$ cat config.mk
export PLATFORM = sky130hd
export DESIGN_NAME = fp_ldm_seq
export DESIGN_NICKNAME = d
export VERILOG_FILES = /design/src/rtl/fp_ldm_seq.sv
export SDC_FILE = /design/constraint.sdc
export NUM_CORES = 1
export LEC_CHECK = 0
export BUFFER_PORTS_ARGS = -buffer_cell sky130_fd_sc_hd__buf_2
export CAP_MARGIN = 20
export CORE_MARGIN = 3
export CORE_UTILIZATION = 40
export DETAILED_ROUTE_END_ITERATION = 8
export GPL_TIMING_DRIVEN = 0
export MAX_ROUTING_LAYER = met4
export PLACE_DENSITY = 0.7
export SLEW_MARGIN = 5
export SYNTH_ARGS = -nofsm -noshare
export SYNTH_HDL_FRONTEND = slang
export SYNTH_SLANG_ARGS = --single-unit
$ cat constraint.sdc
create_clock -name clk -period 2.38 [get_ports clk]
set_input_delay 0.119 -clock clk [delete_from_list [all_inputs] [get_ports clk]]
set_output_delay 0.119 -clock clk [all_outputs]
set_load 0.01 [all_outputs]
$ cat src/rtl/fp_ldm_seq.sv
module fp_ldm_seq #(
  parameter int AW     = 32,
  parameter int DW     = 32,
  parameter int RIDX_W = 5,
  parameter int CNT_W  = 6
) (
  input  logic              clk,
  input  logic              rst_n,
  input  logic              start,
  input  logic [AW-1:0]     start_base,
  input  logic              start_dec,
  input  logic              start_wb,
  input  logic              start_dbl,
  input  logic              start_size_vld,
  input  logic              start_size_64,
  input  logic [RIDX_W-1:0] start_first,
  input  logic [CNT_W-1:0]  start_count,
  output logic              busy,
  output logic              illegal,
  output logic              mem_req_valid,
  input  logic              mem_req_ready,
  output logic [AW-1:0]     mem_req_addr,
  input  logic              mem_rsp_valid,
  input  logic [DW-1:0]     mem_rsp_data,
  output logic              rf_we,
  output logic [RIDX_W-1:0] rf_idx,
  output logic              rf_hi,
  output logic [DW-1:0]     rf_data,
  output logic              done,
  output logic              wb_valid,
  output logic [AW-1:0]     wb_value
);

  localparam int NREG    = 1 << RIDX_W;
  localparam int MAX_DBL = NREG / 2;
  localparam int BW      = CNT_W + 1;
  localparam int STEP    = DW / 8;

  logic [BW-1:0] s_beats;
  logic [AW-1:0] s_bytes;
  logic [BW-1:0] s_span;
  logic          s_bad;
  logic          accept;

  assign s_beats = start_dbl ? {start_count, 1'b0} : {1'b0, start_count};
  assign s_bytes = AW'(s_beats) * AW'(STEP);
  assign s_span  = BW'(start_first) + BW'(start_count);
  assign s_bad   = (start_count == '0)
                 | (start_dbl && start_count > CNT_W'(MAX_DBL))
                 | (start_size_vld && (start_size_64 != start_dbl))
                 | (start_dec && !start_wb)
                 | (s_span > BW'(NREG));
  assign accept  = start && !busy;

  logic [BW-1:0]     beats_q, issued_q, recvd_q;
  logic [RIDX_W-1:0] first_q;
  logic              dbl_q, wbf_q;
  logic [AW-1:0]     wbv_q;

  assign mem_req_valid = busy && (issued_q != beats_q);
  assign rf_we         = busy && mem_rsp_valid;
  assign rf_data       = mem_rsp_data;
  assign rf_hi         = dbl_q & recvd_q[0];
  assign rf_idx        = first_q + (dbl_q ? recvd_q[RIDX_W:1] : recvd_q[RIDX_W-1:0]);

  always_ff @(posedge clk or negedge rst_n) begin
    if (!rst_n) begin
      busy         <= 1'b0;
      illegal      <= 1'b0;
      done         <= 1'b0;
      wb_valid     <= 1'b0;
      wb_value     <= '0;
      mem_req_addr <= '0;
      beats_q      <= '0;
      issued_q     <= '0;
      recvd_q      <= '0;
      first_q      <= '0;
      dbl_q        <= 1'b0;
      wbf_q        <= 1'b0;
      wbv_q        <= '0;
    end else begin
      illegal  <= 1'b0;
      done     <= 1'b0;
      wb_valid <= 1'b0;
      if (accept) begin
        illegal <= s_bad;
        if (!s_bad) begin
          busy         <= 1'b1;
          beats_q      <= s_beats;
          issued_q     <= '0;
          recvd_q      <= '0;
          first_q      <= start_first;
          dbl_q        <= start_dbl;
          wbf_q        <= start_wb;
          mem_req_addr <= start_dec ? start_base - s_bytes : start_base;
          wbv_q        <= start_dec ? start_base - s_bytes : start_base + s_bytes;
        end
      end else if (busy) begin
        if (mem_req_valid && mem_req_ready) begin
          issued_q     <= issued_q + 1'b1;
          mem_req_addr <= mem_req_addr + AW'(STEP);
        end
        if (rf_we) begin
          recvd_q <= recvd_q + 1'b1;
          if (recvd_q == beats_q - 1'b1) begin
            busy     <= 1'b0;
            done     <= 1'b1;
            wb_valid <= wbf_q;
            wb_value <= wbf_q ? wbv_q : '0;
          end
        end
      end
    end
  end

endmodule


==> impl_results.md, run 1 <==
* Post-synth EDFFs at 0
* Seq/Total Area, Yosys at 0.376
* DRT Wirelength at 28.7 mm
* DP Wirelength at just over 20 mm
* Tot GR Track Use at 0.248
* Max Buffers Root-to-Sink at 2
* Crit Path Max Fanout at 5
* Avg Inst Size Synth at 8.37 µm²
* Final min period at between 2000 and 3000 ps
* Hold Crit Depth at 3
* FP Rows at 52
* Placed Cells at around 1400
* GP Congestion at ~0.97
* Synth area leader: dfrtp_1
* DRT Pass-1 Iters at 5
* Total power at 11600 µW
* R2R cell count at 7
* Worst-Skew Late Latency at ~430 ps
* Min-delay src: start_base[16]
* CTS root buffer: clkbuf_16
* # setup viols final at 8
* Post-Syn Area at approximately 8500 µm²
* Worst Skew at between 10 and 15 ps
* VDD IR-drop max at approximately 0.56 mV
* Ys async rst share at 1.00
* Via count of the first global-routing pass at approximately 8200
* Largest net degree at the start of global routing at between 60 and 70
* Fin. Hold Viols at 0
* Via Count at about 8600
* Non-filler cells, final at ~1500
* Final Slew Violations at 0
* CORE AREA at 20600 µm²
* Drt wl/cell at about 19 µm
* Mapped Nets at 1132
* CP Capture Type: register
* Worst-Margin Slew at approximately 730 ps
* Vias per cell at 5.67
* Nets at about 1300
* Setup WS post-layout at -275 ps
* Unrepaired setup endpoints after global routing: yes
* RR Endpoint: mem_req_addr[31]$_DFFE_PN0P_
* CTS H-tree depth at 4
* Required time of the critical path at about 2700 ps
* Overflow after GRT at 0
* CP Launch Type: primary input
* Max Freq at 377 MHz
* Commonest cells after routing, fill and taps aside: buf_2, dfrtp_1, nand2_1, o21ai_0, buf_4
* Register-to-register setup slack at -70 ps
* Slew Limit Headroom at 0.514
* Hold Path End: wbv_q[16]$_DFFE_PN0P_
* Boundary pin count at 193
* Synth area leaders: dfrtp_1, o21ai_0, xnor2_1, nand2_1, ha_1
* Worst Hold Class: in -> reg
* Commonest non-fill, non-tap cell in the layout: buf_2
* PortBufs at between 100 and 150
* Fin crit share at 1.12
* Yosys warnings at 0
* TritonCTS buffer count at 17
* Main synth FF type: dfrtp_1
* RR Startpoint: mem_req_addr[10]$_DFFE_PN0P_
* Post-synth top area share at 0.376
* Initial antenna violation count at 1
* Clock transition at path regs at roughly 70 ps
* Clk sinks at around 130
* Post-Place Worst Slack at -1170 ps
* Status: complete, but fails checks
* Die H at between 150 and 200 µm
* Final core utilization at 0.551
* DRC at 0
* Post-Syn Instances at slightly above 1000
* Final ANT Viol Nets at 0
* Failing checks: negative setup slack
* Layout cells sized above 1 at 0.310
* Critical Path AT at around 3000 ps
* DR iter-0 viols at ~800
* Die Span X at between 150 and 200 µm
* CTS tree: done
* Initial Utilization at 0.414
* Synthesis-to-layout area growth at 33.0%
* CP Class: in -> reg
* Die Area at roughly 23000 µm²
* Max cap viols at 0
* #FFs+latches synth at approximately 130
* First-pass GRT wire length at 45.1 mm
* Leak at between 0.005 and 0.006 µW
* Pwr dens at 1020 nW/µm²
* Yosys cell types at 70
how the worst max path moves through the flow:
| stage | startpoint | endpoint |
|---|---|---|
| after detailed placement | start_dbl | mem_req_addr[25]$_DFFE_PN0P_ |
| after floorplan | start_dbl | mem_req_addr[25]$_DFFE_PN0P_ |
| final | start_dbl | mem_req_addr[25]$_DFFE_PN0P_ |
| after global routing | start_dbl | mem_req_addr[25]$_DFFE_PN0P_ |
| after global placement | beats_q[0]$_DFFE_PN0P_ | wb_value[17]$_DFFE_PN0P_ |
| after CTS | start_dbl | mem_req_addr[25]$_DFFE_PN0P_ |
critical path, stage by stage:
cell,delay (ps)
clkbuf_16,140
and2_4,150
a21oi_4,170
ha_4,230
and4_1,200
a2111o_1,410
or4_4,490
or4_4,610
xnor2_4,180
a21oi_2,70
o22a_1,190
per-layer routing:
| metal | up-vias | GRT usage | part of all wire |
|---|---|---|---|
| li1 | 3979 | - | - |
| met1 | 4129 | 0.331 | 0.44 |
| met2 | 387 | 0.376 | 0.46 |
| met3 | 56 | 0.0538 | 0.072 |
| met4 | 0 | 0.0878 | 0.031 |
| met5 | - | - | 0 |
area by class of cell:
class | count | area, µm²
fillers | 1892 | 9240
multi-input cells | 724 | 5170
plain buffers | 84 | 577
flip-flops and latches | 128 | 3210
diodes | 1 | 2.50
clock buffers | 17 | 425
inverters | 69 | 259
clock inverters | 15 | 125
well taps | 270 | 338
repair buffers | 200 | 1220
repair_timing:
| action | CTS | global route |
|---|---|---|
| endpoints found under the setup margin | 129 | 125 |
| hold endpoints to repair | 70 | 0 |
| pin swaps | 22 | 34 |
| setup buffers | 22 | 16 |
| gates cloned | 1 | 1 |
| resized for setup | 102 | 90 |
| hold buffers | 8 | 0 |
cells in the mapped netlist (12+ instances only):
cell type	instances
dfrtp_1	128
nand2_1	105
o21ai_0	103
inv_1	68
nand3_1	60
clkbuf_1	59
nor2_1	50
a21oi_1	48
xnor2_1	47
buf_4	32
xor2_1	32
ha_1	27
nor3_1	23
nand4_1	19
and3_1	14
nor4_1	12
logic make-up after synthesis:
logic type	after synthesis	share of synthesized area
muxes	13	0.0159
AOI/OAI and AO/OA	260	0.192
buffers and inverters	164	0.0872
adders and majority gates	31	0.0491
xor gates and xnor gates	79	0.0813
DFF	128	0.376
and+or+nand+nor	341	0.198
power breakdown:
part	total [µW]	internal (µW)	switching, µW
logic	5080	2210	2870
registers	4040	3160	879
clock network	2480	1360	1120
total	11600	6720	4870
state kept, by name, summed over array words and instances, names as in the netlist:
| name | cells |
|---|---|
| beats_q | 7 |
| busy | 1 |
| dbl_q | 1 |
| done | 1 |
| first_q | 5 |
| illegal | 1 |
| issued_q | 7 |
| mem_req_addr | 32 |
| recvd_q | 7 |
| wb_valid | 1 |
| wb_value | 32 |
| wbf_q | 1 |
| wbv_q | 32 |
through the flow:
step	instance area [µm²]	TNS (ps)	hold slack, ps
6_report	11300	-1120	45.8
5_1_grt	11300	-1780	66.2
4_1_cts	10900	-1290	25.6
3_5_place_dp	9710	-86660	150
3_3_place_gp	9650	-177550	338
2_1_floorplan	8580	-4520	-177
Power figures use the tool's default switching activity.
==> run 2, diff against run 1 <==
==> constraint.sdc (replaced) <==
create_clock -name clk -period 2.38 [get_ports clk]
set_input_delay 0.238 -clock clk [delete_from_list [all_inputs] [get_ports clk]]
set_output_delay 0.238 -clock clk [all_outputs]
set_load 0.01 [all_outputs]
==> run 2 against run 1 <==
The flow still finishes with violations (negative setup slack). Worst setup slack worse by 160 ps. Wire length fell by 3.3%. Fmax down 5.8%. Cell area up 0.53%. Register-to-register slack got worse by 80 ps. Critical path depth is 1 higher. Largest cell class unchanged. Clock skew decreased by 0.88 ps. Core utilization grew 0.29 points. Worst hold slack got worse by 6.8 ps. Highest routed layer unchanged. Clock power increased by 12%. Final cell count down 0.27%.
==> impl_results.md, run 2 (synthesized netlist as in run 1, its figures left out) <==
* Placed Area at 9730 µm² (+0.24%)
* Via Count at 8423 (-1.5%)
* Total power at 11900 µW (+2.9%)
* Largest net degree at the start of global routing at 71 (+4.4%)
* Worst Skew at 11.3 ps (-0.878 ps)
* Clock transition at path regs at 70 ps (about the same)
* Tot GR Track Use at 0.237 (-0.0117)
* Non-filler cells, final at 1504 (-0.27%)
* CP Launch Type: primary input
* DRC at 0 (unchanged)
* Setup WS post-layout at -437 ps (-162 ps)
* Placed Cells at 1436 (-0.070%)
* Fin. Hold Viols at 0 (unchanged)
* Final Slew Violations at 0 (unchanged)
* Pwr dens at 1050 nW/µm² (+2.4%)
* Power share of the clock group at 0.234 (+0.020)
* Max incr delay on CP at 520 ps (-90 ps)
* Max Freq at 355 MHz (-5.8%)
* Slew Limit Headroom at 0.396 (-0.118)
* CP max stage cell: or4_4
* Design Area, Final at 11400 µm² (+0.53%)
* Worst Hold Class: in -> reg
* Switching Share at 0.405 (-0.0155)
* NetSw at 4830 µW (-0.84%)
* Synthesis-to-layout area growth at 33.8%
* Max cap viols at 0 (unchanged)
* # setup viols final at 14 (+6)
* Met2 wire length at 12.9 mm (-2.1%)
* CORE AREA at 20600 µm² (unchanged)
* Crit Path Max Fanout at 8 (+3)
* Critical Path AT at 3140 ps (+160 ps)
* Leak at 0.00505 µW (-0.66%)
* Number of fill cells in the layout at 1864 (-1.5%)
* VDD IR-drop max at 0.451 mV (-19%)
* CTS H-tree depth at 4 (unchanged)
* CTS tree: done
* Layout cells sized above 1 at 0.322 (+0.0129)
* Drt wl/cell at 18.5 µm (-3.0%)
* Nets at 1331 (-0.67%)
* First-pass GRT wire length at 43.4 mm (-3.8%)
* PortBufs at 148 (unchanged)
* CP Capture Type: register
* Unrepaired setup endpoints after global routing: yes
* P_int at 7110 µW (+5.7%)
* Overflow after GRT at 0 (unchanged)
* DR iter-0 viols at 747 (-7.0%)
* Die H at 152 µm (unchanged)
* Cells along the critical path: clkbuf_16, and2_4, a21oi_4, ha_4, a21o_1, a2111o_1, or4_1, clkbuf_8, or4_4, xnor2_4, a21oi_1, o22a_1
* CP Class: in -> reg
* Met1 WL at 11.9 mm (-5.6%)
* Worst-Skew Late Latency at 430 ps (about the same)
* Die Area at 23100 µm² (unchanged)
* Top layer in use: met4
* CTS root buffer: clkbuf_16
* Final min period at 2820 ps (+162 ps)
* Comb pwr share at 0.425 (-0.013)
* Fin crit share at 1.18 (+0.0681)
* Flop pwr share at 0.342 (-0.006)
* Initial Utilization at 0.414 (unchanged)
* DRT Wirelength at 27.8 mm (-3.3%)
* Initial antenna violation count at 5 (+4)
* Clk sinks at 128 (unchanged)
* Final ANT Viol Nets at 0 (unchanged)
* Max Buffers Root-to-Sink at 2 (unchanged)
* Met3 wire len at 2.09 mm (+0.19%)
* Die Span X at 152 µm (unchanged)
* Commonest non-fill, non-tap cell in the layout: buf_2
* TritonCTS buffer count at 17 (unchanged)
* Worst-Margin Slew at 897 ps (+171 ps)
* Biggest regs: mem_req_addr x32, wb_value x32, wbv_q x32
* GP Congestion at 0.956 (-1.5%)
* Required time of the critical path at 2700 ps (about the same)
* Failing checks: negative setup slack
* DRT Pass-1 Iters at 5 (unchanged)
* Vias per cell at 5.60 (-1.2%)
* FP Rows at 52 (unchanged)
* Via count of the first global-routing pass at 8101 (-0.97%)
* DP Wirelength at 19.9 mm (-3.9%)
* Boundary pin count at 193 (unchanged)
* Status: complete, but fails checks
* Commonest cells after routing, fill and taps aside: buf_2, dfrtp_1, nand2_1, o21ai_0, buf_4
==> run 2: per-stage QoR <==
stage          setup TNS, ps  hold WS, ps   util  setup slack (ps)
4_1_cts                -4890         29.1  0.533              -402
2_1_floorplan          -7510        -57.6      -              -739
5_1_grt                -4240         36.2  0.553              -473
6_report               -3400         39.0  0.553              -437
3_5_place_dp          -93970          258  0.473             -1250
3_3_place_gp         -189390          457  0.471             -1190
==> run 2: critical path: cells and delay by family <==
kind / cells / cell delay (ps)
simple gates: 3 / 1110
compound gates: 5 / 1070
buf+inv: 2 / 310
fa+ha+maj: 1 / 230
xor+xnor: 1 / 170
==> run 2: final timing paths <==
check	startpoint	endpoint	slack [ps]	cells past startpoint
worst max-delay path	start_dbl	mem_req_addr[25]$_DFFE_PN0P_	-440	12
worst min-delay path	start_base[1]	wbv_q[1]$_DFFE_PN0P_	40	3
worst max register to register	mem_req_addr[9]$_DFFE_PN0P_	mem_req_addr[31]$_DFFE_PN0P_	-150	7
worst min register to register	wbv_q[31]$_DFFE_PN0P_	wbv_q[31]$_DFFE_PN0P_	480	2
max in group asynchronous	rst_n	wb_value[0]$_DFFE_PN0P_	1290	3
min in group asynchronous	rst_n	mem_req_addr[29]$_DFFE_PN0P_	340	2
==> run 2: area by class of cell <==
class | instances | area [µm²] | share of cell area
inverter | 69 | 259 | 0.0228
clock buffer | 17 | 425 | 0.0374
multi-input combinational | 724 | 5240 | 0.460
buffer | 86 | 594 | 0.0522
antenna | 6 | 15.0 | 0.00132
clock inverter | 15 | 196 | 0.0173
timing repair buffer | 189 | 1100 | 0.0971
tap | 270 | 338 | 0.0297
sequential | 128 | 3210 | 0.282
==> run 2: power groups by stage <==
stage	Sequential, µW	Clock (µW)	Combinational, µW
6_report	4080	2790	5070
5_1_grt	4220	2940	5610
4_1_cts	4030	2840	4700
3_5_place_dp	4020	0	4350
3_3_place_gp	3990	0	4270
2_1_floorplan	4070	0	2600
==> run 2: routing by layer <==
layer | vias to the layer above | global-route usage
met5 | - | -
li1 | 3967 | -
met4 | 0 | 0.0997
met1 | 3977 | 0.310
met3 | 75 | 0.0526
met2 | 404 | 0.356
==> run 2: what timing repair did <==
action / in CTS / in global routing
hold endpoints to repair: 58 / 0
gates cloned: 0 / 0
buffers inserted: 26 / 13
hold buffers: 1 / 0
pin swaps: 26 / 28
gates resized for setup: 115 / 80
setup endpoints to repair: 131 / 121
==> run 3, diff against run 2 <==
Settings changed: ABC_CLOCK_PERIOD_IN_PS from default to 2380, CORE_UTILIZATION 40 to 50, PLACE_DENSITY 0.7 to 0.81.
==> run 3 against run 2 <==
The run still ends with negative setup slack left. First-iteration DRC count grew 73%. Fmax grew 0.28%. Global-route usage rose by 7.1 points. Highest routed layer unchanged.
==> impl_results.md, run 3 (synthesized netlist as in run 1, its figures left out) <==
* Fin. Hold Viols at 0 (unchanged)
* Fin crit share at 1.18 (-0.00330)
* Post-Place Worst Slack at -1260 ps (-8.84 ps)
* Leak at 0.00524 µW (+3.7%)
* Initial antenna violation count at 1 (-4)
* Max Buffers Root-to-Sink at 2 (unchanged)
* Die H at 136 µm (-10%)
* Die Area at 18600 µm² (-19%)
* Final core utilization at 0.707 (+0.153)
* Max Freq at 356 MHz (+0.28%)
* Worst Hold Class: in -> reg
* Register-to-register setup slack at -150 ps (about the same)
* Boundary pin count at 193 (unchanged)
* Layout cells sized above 1 at 0.350 (+0.0271)
* DP Wirelength at 19.5 mm (-2.2%)
* DR iter-0 viols at 1296 (+73%)
* TritonCTS buffer count at 17 (unchanged)
* CORE AREA at 16600 µm² (-19%)
* Overflow after GRT at 0 (unchanged)
* Final ANT Viol Nets at 0 (unchanged)
* Via count of the first global-routing pass at 8237 (+1.7%)
* Worst-Margin Slew at 863 ps (-34.8 ps)
* Crit Path Max Fanout at 5 (-3)
* Max cap viols at 0 (unchanged)
* CTS H-tree depth at 4 (unchanged)
* Initial Utilization at 0.511 (+0.0974)
* Synthesis-to-layout area growth at 38.2%
* Commonest non-fill, non-tap cell in the layout: buf_2
* Hold Crit Depth at 3 (unchanged)
* Worst Skew at 13.5 ps (+2.12 ps)
* CP Class: in -> reg
* Final min period at 2810 ps (-7.86 ps)
* DRC at 0 (unchanged)
* Pwr dens at 1020 nW/µm² (-2.7%)
* Worst-Skew Late Latency at 430 ps (about the same)
* Vias per cell at 6.11 (+9.1%)
* Final Slew Violations at 0 (unchanged)
* Setup WS post-layout at -429 ps (+7.86 ps)
* RR Endpoint: mem_req_addr[31]$_DFFE_PN0P_
* Clock transition at path regs at 60 ps (about the same)
* Failing checks: negative setup slack
* CTS tree: done
* Drt wl/cell at 20.2 µm (+9.1%)
* Nets at 1353 (+1.7%)
* Required time of the critical path at 2700 ps (about the same)
* Status: complete, but fails checks
* Critical Path Start: start_dbl
* Critical Path AT at 3130 ps (about the same)
* DRT Pass-1 Iters at 5 (unchanged)
* CP Capture Type: register
* Slew Limit Headroom at 0.420 (+0.0243)
* Unrepaired setup endpoints after global routing: yes
* # setup viols final at 18 (+4)
* Non-filler cells, final at 1471 (-2.2%)
* Biggest regs: mem_req_addr x32, wb_value x32, wbv_q x32
* Placed Cells at 1385 (-3.6%)
* DRT Wirelength at 29.7 mm (+6.7%)
* CP endpoint: mem_req_addr[25]$_DFFE_PN0P_
* CTS root buffer: clkbuf_16
* Number of fill cells in the layout at 1232 (-34%)
* VDD IR-drop max at 0.758 mV (+68%)
* Clk sinks at 128 (unchanged)
* FP Rows at 47 (-9.6%)
* Tot GR Track Use at 0.308 (+0.0711)
* First-pass GRT wire length at 43.1 mm (-0.48%)
* RR Startpoint: mem_req_addr[12]$_DFFE_PN0P_
* PortBufs at 148 (unchanged)
* Commonest cells after routing, fill and taps aside: buf_2, dfrtp_1, nand2_1, o21ai_0, buf_4
* Largest net degree at the start of global routing at 75 (+5.6%)
* R2R cell count at 8 (+1)
* CP Launch Type: primary input
* GP Congestion at 0.958 (+0.21%)
* Die Span X at 136 µm (-10%)
* Via Count at 8991 (+6.7%)
## run 3: layer usage
| metal | up-vias | GRT usage | share of wire |
|---|---|---|---|
| met5 | - | - | 0 |
| met4 | 0 | 0.128 | 0.039 |
| met3 | 109 | 0.0681 | 0.10 |
| met2 | 588 | 0.457 | 0.47 |
| met1 | 4299 | 0.409 | 0.39 |
| li1 | 3995 | - | - |
## run 3: what timing repair did
action,4_1_cts,5_1_grt
hold buffers,1,0
setup endpoints to repair,131,127
endpoints found under the hold margin,54,0
pin swaps,28,52
buffers inserted,32,26
resized for setup,142,123
cloned,1,2
## run 3: worst min path at each step
stage                                startpoint                          end  slack, ps
global placement    mem_req_addr[0]$_DFFE_PN0P_  mem_req_addr[0]$_DFFE_PN0P_        460
detailed placement                        rst_n  mem_req_addr[0]$_DFFE_PN0P_        230
floorplan                                 rst_n       beats_q[0]$_DFFE_PN0P_        -60
global route                      start_base[1]  mem_req_addr[1]$_DFFE_PN0P_         50
CTS                              start_first[0]       first_q[0]$_DFFE_PN0P_         30
finish                           start_first[2]       first_q[2]$_DFFE_PN0P_         40
## run 3: layout make-up
class | instances | area, µm² | area share
Clock inverter | 10 | 135 | 0.0115
Multi-Input combinational cell | 724 | 5450 | 0.464
Antenna cell | 1 | 2.50 | 0.000213
Clock buffer | 22 | 464 | 0.0395
Tap cell | 220 | 275 | 0.0234
Inverter | 69 | 259 | 0.0220
Timing Repair Buffer | 211 | 1360 | 0.115
Sequential cell | 128 | 3210 | 0.273
Buffer | 86 | 606 | 0.0515
## run 3: critical path: stages
cell	delay (ps)
clkbuf_16	130
buf_6	100
mux2i_4	270
ha_4	240
and4_1	180
a2111o_1	420
or4_4	480
or4_4	610
xnor2_4	180
a21oi_2	70
o22a_1	200
## run 3: power by group
group,switching (µW),internal (µW),total [µW]
clock,964,1690,2660
combinational,2980,2300,5290
sequential,902,3160,4060
## run 3: stage by stage
stage                     total power, µW  setup TNS (ps)  cell area (µm²)  hold WS (ps)
after CTS                           11500           -3200            11100          27.6
after detailed placement             8390          -93420             9670           225
final                               12000           -4020            11800          40.9
after global routing                12800           -5260            11800          51.3
after floorplan                      6680           -7510             8610         -57.6
after global placement               8220         -184480             9630           460
